<file path="src/rtl/loop_seq_pkg.sv">
package loop_seq_pkg;

    typedef enum logic [1:0] {
        STK_IDLE = 2'd0,
        STK_PUSH = 2'd1,
        STK_DEC  = 2'd2,
        STK_POP  = 2'd3
    } stk_op_e;

endpackage

</file>
<file path="src/rtl/loop_slot.sv">
module loop_slot #(
    parameter int ADDR_W = 16,
    parameter int CNT_W  = 16
) (
    input  logic              clk,
    input  logic              wr_i,
    input  logic              dec_i,
    input  logic [ADDR_W-1:0] start_i,
    input  logic [ADDR_W-1:0] end_i,
    input  logic [CNT_W-1:0]  cnt_i,
    output logic [ADDR_W-1:0] start_o,
    output logic [ADDR_W-1:0] end_o,
    output logic [CNT_W-1:0]  cnt_o
);

    typedef struct packed {
        logic [ADDR_W-1:0] start;
        logic [ADDR_W-1:0] stop;
        logic [CNT_W-1:0]  cnt;
    } slot_t;

    slot_t slot_d, slot_q;

    always_comb begin
        slot_d = slot_q;
        if (wr_i) begin
            slot_d.start = start_i;
            slot_d.stop  = end_i;
            slot_d.cnt   = cnt_i;
        end else if (dec_i) begin
            slot_d.cnt = slot_q.cnt - CNT_W'(1);
        end
    end

    always_ff @(posedge clk) begin
        slot_q <= slot_d;
    end

    assign start_o = slot_q.start;
    assign end_o   = slot_q.stop;
    assign cnt_o   = slot_q.cnt;

endmodule

</file>
<file path="src/rtl/loop_stack.sv">
module loop_stack
    import loop_seq_pkg::*;
#(
    parameter int STACK_DEPTH = 6,
    parameter int ADDR_W      = 16,
    parameter int CNT_W       = 16,
    localparam int SP_W       = $clog2(STACK_DEPTH + 1)
) (
    input  logic              clk,
    input  logic              rst,
    input  stk_op_e           op_i,
    input  logic [ADDR_W-1:0] new_start_i,
    input  logic [ADDR_W-1:0] new_end_i,
    input  logic [CNT_W-1:0]  new_cnt_i,
    output logic [ADDR_W-1:0] top_start_o,
    output logic [ADDR_W-1:0] top_end_o,
    output logic [CNT_W-1:0]  top_cnt_o,
    output logic              empty_o,
    output logic [SP_W-1:0]   depth_o,
    output logic              overflow_o
);

    typedef struct packed {
        logic [SP_W-1:0] sp;
        logic            ovf;
    } ctl_t;

    ctl_t ctl_d, ctl_q;

    logic              full;
    logic [CNT_W-1:0]  cnt_fixed;
    logic [ADDR_W-1:0] s_start [STACK_DEPTH];
    logic [ADDR_W-1:0] s_end   [STACK_DEPTH];
    logic [CNT_W-1:0]  s_cnt   [STACK_DEPTH];
    logic [STACK_DEPTH-1:0] wr_en, dec_en;

    assign full      = (ctl_q.sp == SP_W'(STACK_DEPTH));
    assign cnt_fixed = (new_cnt_i == '0) ? CNT_W'(1) : new_cnt_i;

    always_comb begin
        ctl_d = ctl_q;
        unique case (op_i)
            STK_PUSH: begin
                if (full) ctl_d.ovf = 1'b1;
                else      ctl_d.sp  = ctl_q.sp + SP_W'(1);
            end
            STK_POP: begin
                if (ctl_q.sp != '0) ctl_d.sp = ctl_q.sp - SP_W'(1);
            end
            default: ;
        endcase
    end

    always_ff @(posedge clk) begin
        if (rst) ctl_q <= '0;
        else     ctl_q <= ctl_d;
    end

    for (genvar g = 0; g < STACK_DEPTH; g++) begin : g_slot
        assign wr_en[g]  = (op_i == STK_PUSH) && (ctl_q.sp == SP_W'(g));
        assign dec_en[g] = (op_i == STK_DEC)  && (ctl_q.sp == SP_W'(g + 1));

        loop_slot #(.ADDR_W(ADDR_W), .CNT_W(CNT_W)) u_slot (
            .clk     (clk),
            .wr_i    (wr_en[g]),
            .dec_i   (dec_en[g]),
            .start_i (new_start_i),
            .end_i   (new_end_i),
            .cnt_i   (cnt_fixed),
            .start_o (s_start[g]),
            .end_o   (s_end[g]),
            .cnt_o   (s_cnt[g])
        );
    end

    always_comb begin
        top_start_o = s_start[0];
        top_end_o   = s_end[0];
        top_cnt_o   = s_cnt[0];
        for (int i = 1; i < STACK_DEPTH; i++) begin
            if (ctl_q.sp == SP_W'(i + 1)) begin
                top_start_o = s_start[i];
                top_end_o   = s_end[i];
                top_cnt_o   = s_cnt[i];
            end
        end
    end

    assign empty_o    = (ctl_q.sp == '0);
    assign depth_o    = ctl_q.sp;
    assign overflow_o = ctl_q.ovf;

    assert_no_overflow_R3: assert property (@(posedge clk) disable iff (rst)
        ctl_q.sp <= SP_W'(STACK_DEPTH));

    assert_sticky_flag_R3: assert property (@(posedge clk) disable iff (rst)
        ctl_q.ovf |=> ctl_q.ovf);

    assert_full_push_ignored_R3: assert property (@(posedge clk) disable iff (rst)
        (op_i == STK_PUSH && full) |=> (ctl_q.ovf && $stable(ctl_q.sp)));

    assert_push_grows_R2: assert property (@(posedge clk) disable iff (rst)
        (op_i == STK_PUSH && !full) |=> (ctl_q.sp == $past(ctl_q.sp) + SP_W'(1)));

endmodule

</file>
<file path="src/rtl/loop_match.sv">
module loop_match
    import loop_seq_pkg::*;
#(
    parameter int ADDR_W = 16,
    parameter int CNT_W  = 16
) (
    input  logic              fetch_i,
    input  logic              push_i,
    input  logic [ADDR_W-1:0] pc_i,
    input  logic              empty_i,
    input  logic [ADDR_W-1:0] top_start_i,
    input  logic [ADDR_W-1:0] top_end_i,
    input  logic [CNT_W-1:0]  top_cnt_i,
    output stk_op_e           op_o,
    output logic [ADDR_W-1:0] next_pc_o,
    output logic              loop_back_o
);

    logic hit, last_pass;

    assign hit       = fetch_i && !push_i && !empty_i && (pc_i == top_end_i);
    assign last_pass = (top_cnt_i <= CNT_W'(1));

    always_comb begin
        op_o        = STK_IDLE;
        loop_back_o = 1'b0;
        next_pc_o   = pc_i + ADDR_W'(1);
        if (push_i) begin
            op_o = STK_PUSH;
        end else if (hit) begin
            if (last_pass) begin
                op_o = STK_POP;
            end else begin
                op_o        = STK_DEC;
                loop_back_o = 1'b1;
                next_pc_o   = top_start_i;
            end
        end
    end

    always_comb begin
        if (push_i) assert_push_no_compare_R9: assert (!loop_back_o);
    end

endmodule

</file>
<file path="src/rtl/loop_sequencer.sv">
module loop_sequencer
    import loop_seq_pkg::*;
#(
    parameter int STACK_DEPTH = 6,
    parameter int ADDR_W      = 16,
    parameter int CNT_W       = 16,
    localparam int SP_W       = $clog2(STACK_DEPTH + 1)
) (
    input  logic              clk,
    input  logic              rst,
    input  logic              fetch_i,
    input  logic [ADDR_W-1:0] pc_i,
    input  logic              push_i,
    input  logic [CNT_W-1:0]  push_cnt_i,
    input  logic [ADDR_W-1:0] push_end_i,
    output logic [ADDR_W-1:0] next_pc_o,
    output logic              loop_back_o,
    output logic [SP_W-1:0]   depth_o,
    output logic              overflow_o
);

    stk_op_e           op;
    logic [ADDR_W-1:0] top_start, top_end;
    logic [CNT_W-1:0]  top_cnt;
    logic              empty;

    loop_match #(.ADDR_W(ADDR_W), .CNT_W(CNT_W)) u_match (
        .fetch_i     (fetch_i),
        .push_i      (push_i),
        .pc_i        (pc_i),
        .empty_i     (empty),
        .top_start_i (top_start),
        .top_end_i   (top_end),
        .top_cnt_i   (top_cnt),
        .op_o        (op),
        .next_pc_o   (next_pc_o),
        .loop_back_o (loop_back_o)
    );

    loop_stack #(.STACK_DEPTH(STACK_DEPTH), .ADDR_W(ADDR_W), .CNT_W(CNT_W)) u_stack (
        .clk         (clk),
        .rst         (rst),
        .op_i        (op),
        .new_start_i (pc_i + ADDR_W'(1)),
        .new_end_i   (push_end_i),
        .new_cnt_i   (push_cnt_i),
        .top_start_o (top_start),
        .top_end_o   (top_end),
        .top_cnt_o   (top_cnt),
        .empty_o     (empty),
        .depth_o     (depth_o),
        .overflow_o  (overflow_o)
    );

    assert_loopback_keeps_depth_R4: assert property (@(posedge clk) disable iff (rst)
        loop_back_o |=> $stable(depth_o));

    assert_exit_pops_R5: assert property (@(posedge clk) disable iff (rst)
        (fetch_i && !push_i && !loop_back_o && depth_o != '0 && pc_i == top_end)
        |=> (depth_o == $past(depth_o) - SP_W'(1)));

    assert_idle_holds_R10: assert property (@(posedge clk) disable iff (rst)
        (!fetch_i && !push_i) |=> ($stable(depth_o) && $stable(overflow_o)));

    assert_idle_no_redirect_R10: assert property (@(posedge clk) disable iff (rst)
        !fetch_i |-> !loop_back_o);

endmodule

</file>
<file path="config.mk">
export PLATFORM = sky130hd
export DESIGN_NAME = loop_sequencer
export DESIGN_NICKNAME = d
export VERILOG_FILES = /design/src/rtl/loop_seq_pkg.sv /design/src/rtl/loop_slot.sv /design/src/rtl/loop_stack.sv /design/src/rtl/loop_match.sv /design/src/rtl/loop_sequencer.sv
export SDC_FILE = /design/constraint.sdc
export NUM_CORES = 1
export LEC_CHECK = 0
export BUFFER_PORTS_ARGS = -buffer_cell sky130_fd_sc_hd__buf_2
export CAP_MARGIN = 20
export CELL_PAD_IN_SITES_DETAIL_PLACEMENT = 1
export CELL_PAD_IN_SITES_GLOBAL_PLACEMENT = 1
export CORE_UTILIZATION = 54
export DETAILED_ROUTE_END_ITERATION = 12
export PLACE_DENSITY = 0.94
export SLEW_MARGIN = 30
export SYNTH_ARGS = -nofsm -noshare
export SYNTH_HDL_FRONTEND = slang
export SYNTH_SLANG_ARGS = --single-unit
</file>
<file path="constraint.sdc">
create_clock -name clk -period 9.9 [get_ports clk]
set_input_delay 0.99 -clock clk [delete_from_list [all_inputs] [get_ports clk]]
set_output_delay 0.99 -clock clk [all_outputs]
set_load 0.05 [all_outputs]
</file>
Word level (Yosys, flattened, before mapping)
Index checks and enable logic that the tools add are counted.

word-level totals
  bits in writable memories = 0
  latch bits = 0
  bits in read-only memories = 0
  word-level logic and storage cells = 111
  register bits = 292
  memories = 0

cells by class
  multiply operators = 0
  eq/ne operators = 12
  div/mod/pow operators = 0
  $add $sub $neg = 9
  reductions and logical operators = 29
  multiplexer cells = 40
  order comparisons = 1
  shift-type cells = 0
  bitwise logic cells = 0

operators with widths
  operator                                                number
  two-way mux 16 bit                                      31
  subtractor 16 x 1 -> 16 bit (second input constant)     6
  adder 16 x 1 -> 16 bit (second input constant)          1
  equality test 16 bit                                    1
  <= comparator 16 x 1 -> 1 bit (second input constant)   1
  logical NOT 16 bit                                      1
  logical AND 1 bit                                       15
  nonzero test 2 bit                                      7
  equality test 3 bit (second input constant)             3
  equality test 3 x 2 -> 1 bit (second input constant)    2
  two-way mux 3 bit                                       2
  case mux 3 bit (2 select lines)                         1
  equality test 2 bit (second input constant)             2
  two-way mux 1 bit                                       4
  two-way mux 2 bit                                       2
  adder 3 x 1 -> 3 bit (second input constant)            1
  equality test 3 x 1 -> 1 bit (second input constant)    1
  logical NOT 3 bit                                       1
  AND reduction 3 bit                                     1
  nonzero test 3 bit                                      1
  subtractor 3 x 1 -> 3 bit (second input constant)       1
  equality test 2 x 1 -> 1 bit (second input constant)    1
  logical NOT 1 bit                                       2
  inequality test 2 x 1 -> 1 bit (second input constant)  1
  2 further kinds                                         2

Depth between registers and ports, before layout
  word-level depth = 14
  depth in mapped cells = 15
  gate-level depth less buffers = 10

Hierarchy
Synthesis repeated with hierarchy kept, for this count alone.

unflattened totals
  cells, all modules = 1383
  area total of the unflattened synthesis = 16110.5 sq um

by module, submodules not included
  module          instances  cells each  area each (sq um)
  loop_slot       6          120         1903.1
  loop_stack      1          534         3708.6
  loop_match      1          86          685.7
  loop_sequencer  1          43          297.8

Worst setup path before layout
OpenSTA, ideal clock, no wires.

  kind = flip-flop to output port
  start = register u_stack.ctl_q, in the netlist u_stack.depth_o[2]
  end = output port next_pc_o[0]
  path buffers = 4
  data arrival time = 4015 ps
  setup slack = 4895 ps
  cell stages (with the launch flop) = 14
  cell sequence = dfxtp_1 -> inv_2 -> clkbuf_1 -> ha_1 -> buf_2 -> buf_2 -> a211o_1 -> a31o_2 -> xnor2_1 -> nand4b_1 -> nor4_4 -> nand3b_2 -> buf_6 -> mux2i_1

on the way
  word-level cells in the longest chain between the ends = 10

RTL lines
  item                                                                   RTL line                            RTL
  from (decl)                                                            loop_stack.sv:28                    ctl_t ctl_d, ctl_q;
  from (signal assigned)                                                 loop_stack.sv:56                    else ctl_q <= ctl_d;
  equality test 3 x 2 -> 1 bit                                           loop_stack.sv:81                    if (ctl_q.sp == SP_W'(i + 1)) begin
  two-way mux 16 bit (5 in series)                                       loop_stack.sv:81
  <= comparator 16 x 1 -> 1 bit or equality test 16 bit (tied branches)  loop_match.sv:22, loop_match.sv:21
  two-way mux 16 bit or logical AND 1 bit (tied branches)                loop_match.sv:31, loop_match.sv:21
  two-way mux 16 bit (*)                                                 loop_match.sv:30                    end else if (hit) begin
  two-way mux 16 bit (*)                                                 loop_match.sv:28                    if (push_i) begin
  to (decl)                                                              loop_sequencer.sv:16                output logic [ADDR_W-1:0] next_pc_o,

Mark *: on every way between the ends. The rest lies on a longest branch, timed or not.

Worst setup path after layout
  start = register u_stack.ctl_q, in the netlist u_stack.depth_o[2]
  end = output port next_pc_o[14]

The elaborated chain is that of the path after synthesis.

==> results.md <==
• finished clean — run status
• simple AND/OR/NAND/NOR gates — delay-heaviest family, CP
• 0 — final max-slew violation count
• 6.85 ns — Final min period
• 3 — maximum buffer depth of the clock tree
• 30.0 um — post-DR wirelength/cell
• 0 — initial antenna violation count
• 43 — peak fanout along the critical path
• 4 — sum of buffers and inverters on the critical path
• 0.58 ns — later-pin clock latency in the skew report
• 0.0268 sq mm — core footprint
• 30.5 mm — Final HPWL DP
• 167 um — die height
• u_stack.g_slot[1].u_slot.cnt_o[11] — end of the worst register-to-register path
• 12 — Worst R2R Path Depth
• 0 — Post-CTS Setup Bufs
• 37.0% — All-Layer GR Usage
• 146 MHz — Achievable Freq
• 53 — maximum number of pins on one net before global-route repair
• false — setup repair after global routing missed its margin
• met4 — Highest Signal Layer
• 0.0147 sq mm — post-synthesis cell area
• 8.91 ns — CP Data Required Time
• 5.86 ns — crit path DAT
• clkbuf_16 — root buf cell
• 7.06 — average via count per standard cell
• 54.9% — effective utilization at floorplan
• edfxtp_1 — largest area contributor in the synthesized netlist
• edfxtp_1 — most used flip-flop cell after synthesis
• 0.0163 sq mm — final design instance area without fill
• 0 — # hold bufs at CTS
• 0 — number of diodes
• 74 — Yosys cell types
• 167 um — Die Span X
• 0 — GR Overflow Total
• 0 — count of final hold-check violations
• u_stack.depth_o[2] — worst reg2reg startpoint
• reg2out — type of the setup path with the least slack
• 72 — number of I/O port buffers
• 18.1 mm — Met1 Wirelength
• 292 — flip-flop and latch count after synthesis
• 30 — clock buffers created by TritonCTS
• 1429 — # nets final
• edfxtp_1 (59%), xnor2_1 (3.9%), nand2_1 (3.8%) — top post-synthesis cells by area
• register — startpoint type of the worst setup path
• 69.2% — crit share post-route
• 1375 — synthesized netlist net count
• 2724 — number of inserted filler cells in the final layout
• 0.00873 sq mm — Sequential Area
• 179 mW/mm^2 — cell area power density
• 5.58 nW — static leakage
• 60.7% — post-layout utilization of the core
• 10.7% — Synth-to-Final Area Change
• 26.9% — headroom to the max-slew limit
• 1 — H-tree Lvls
• 73 — Ports
• 0 ns — aggregate negative setup slack
• 59.4% — portion of the post-synthesis area used by sequential elements
• nand3b_2 — slowest stage cell, crit path
• 292 — CTS sink cnt
• yes — CTS tree
• 12.5% — proportion of layout cells with a drive suffix above 1
• 0 — number of DRC violations after detailed routing
• 288 — number of flops mapped to enable cells by yosys
• 0.000140 V — peak ir drop on the vdd network
• 0.00555 sq mm — area occupied by multi-input gates
• edfxtp_1 — most common library cell in the layout ignoring fill and taps
• 0 — count of antenna-violating nets left after detailed routing
• 0 — count of yosys warnings during synthesis
• 0.0236 ns — clock skew
• 12.2k — routed vias
• reg2reg — worst min-delay path class
• 51.8 mm — final WL
• 2 — number of cells on the worst hold path
• 3.72 ns — setup slack, reg-to-reg
• primary output — crit end category
• u_stack.depth_o[2] — critical path launch point
• 0.00292 W — Total Power
• u_stack.overflow_o — hold path start
• 1310 — number of instances in the synthesized netlist
• 78.3 mm — wire length of the first global-routing pass
• 0.76 ns — biggest cell delay along the critical path
• 60 — row count
• 11.2 sq um — mean cell area of the mapped netlist
• 0 — count of instances resized after the clock tree is built
• 5.29 mm — met3 wire length
• 25.0 mm — length of routed met2 wiring
• 12.9k — number of global-route vias before repair
• 0 — count of maximum capacitance violations
• 0.0153 sq mm — DP Area
• 0.875 — final weighted congestion in routability-driven placement
• 0% — share of synthesized flip-flops with an asynchronous set or reset
• buf_4 > inv_2 > ha_1 > inv_1 > o211ai_1 > o211ai_2 > o21ai_0 > or4b_1 > nor4_4 > nand3b_2 > mux2_4 > buf_2 — sequence of cells on the critical path
• 0.07 ns — clock transition at the register clock pins on the worst setup and hold paths after CTS
• 1.09 ns — Least-Margin Pin Slew
• 6 — number of iterations in the first detailed-routing pass
• 0.490 ns — Final Hold Slack
• 58.8% — share of Yosys cell area claimed by the top area cell type
• edfxtp_1 (288), nand2_1 (145), nor2_1 (135), a21oi_1 (100), o21ai_0 (75) — most frequent cells in the layout
• 0.0279 sq mm — area enclosed by the die boundary
• u_stack.overflow_o — capture endpoint of the worst hold path
• 0 — final setup violation count
• 1646 — First DRT Iteration DRCs
==> synthesized netlist by cell type, types with 19 or more instances <==
| cell type | number |
|---|---|
| a21oi_1 | 100 |
| clkbuf_1 | 36 |
| edfxtp_1 | 288 |
| inv_1 | 33 |
| mux2i_1 | 22 |
| nand2_1 | 148 |
| nand3_1 | 51 |
| nor2_1 | 135 |
| nor3_1 | 29 |
| nor4_1 | 25 |
| o211ai_1 | 19 |
| o21ai_0 | 79 |
| xnor2_1 | 66 |
| xor2_1 | 24 |
==> layer usage <==
layer  track usage [%]  vias up
met4              24.1        0
met5                 0        -
met3              8.08      289
li1                  -     4947
met2              60.3      918
met1              44.4     6017
==> cell families (layout without fill, tap and decap cells) <==
family / Yosys count / count (layout) / share of synthesized area [%]
mux: 40 / 40 / 3.21
compound gates: 283 / 283 / 11.8
buf+inv: 104 / 176 / 3.06
flops: 292 / 292 / 59.4
simple gates: 488 / 488 / 16.1
fa+ha+maj: 13 / 13 / 1.11
xor+xnor: 90 / 90 / 5.36
==> final cells by class <==
cell class | count | area share (%)
Sequential cell | 292 | 53.6
Tap cell | 341 | 2.62
Clock buffer | 37 | 4.90
Timing Repair Buffer | 91 | 3.09
Inverter | 35 | 0.822
Clock inverter | 13 | 0.845
Multi-Input combinational cell | 914 | 34.1
==> sequential cells by signal (all words and copies together), names as in the netlist <==
register	cells
u_stack.depth_o	3
u_stack.g_slot.u_slot.start_o	96
u_stack.g_slot.u_slot.end_o	96
u_stack.g_slot.u_slot.cnt_o	96
u_stack.overflow_o	1
==> report_power, final <==
part	total (W)	switching [W]	internal (W)
sequential	0.00143	0.0000257	0.00141
clock	0.00114	0.000498	0.000643
combinational	0.000345	0.000239	0.000106
total	0.00292	0.000763	0.00216
==> per-stage QoR <==
step	cells	worst slack (ns)
after floorplan	1310	4.89
after global placement	1673	4.19
after detailed placement	1673	3.97
after CTS	1723	3.25
after global routing	1723	2.93
final	1723	3.05
==> how the worst max path moves through the flow <==
stage                                to  slack, ns  depth (start not counted)
after global placement     next_pc_o[5]       4.19                         12
after floorplan            next_pc_o[0]       4.89                         13
final                     next_pc_o[14]       3.05                         12
after global routing       next_pc_o[8]       2.93                         12
after detailed placement   next_pc_o[8]       3.97                         12
after CTS                  next_pc_o[8]       3.25                         12
==> worst register-to-register path: stages, from the launching register on <==
cell and delay (ns):
dfxtp_1 0.33, buf_4 0.45, inv_2 0.33, ha_1 0.33, inv_1 0.64, o211ai_1 0.30, o211ai_2 0.25, o21ai_0 0.14
or4b_1 0.60, nor4_4 0.36, nand3b_2 0.76, o21ai_1 1.07, buf_4 0.33
(Power assumes the default switching activity.)
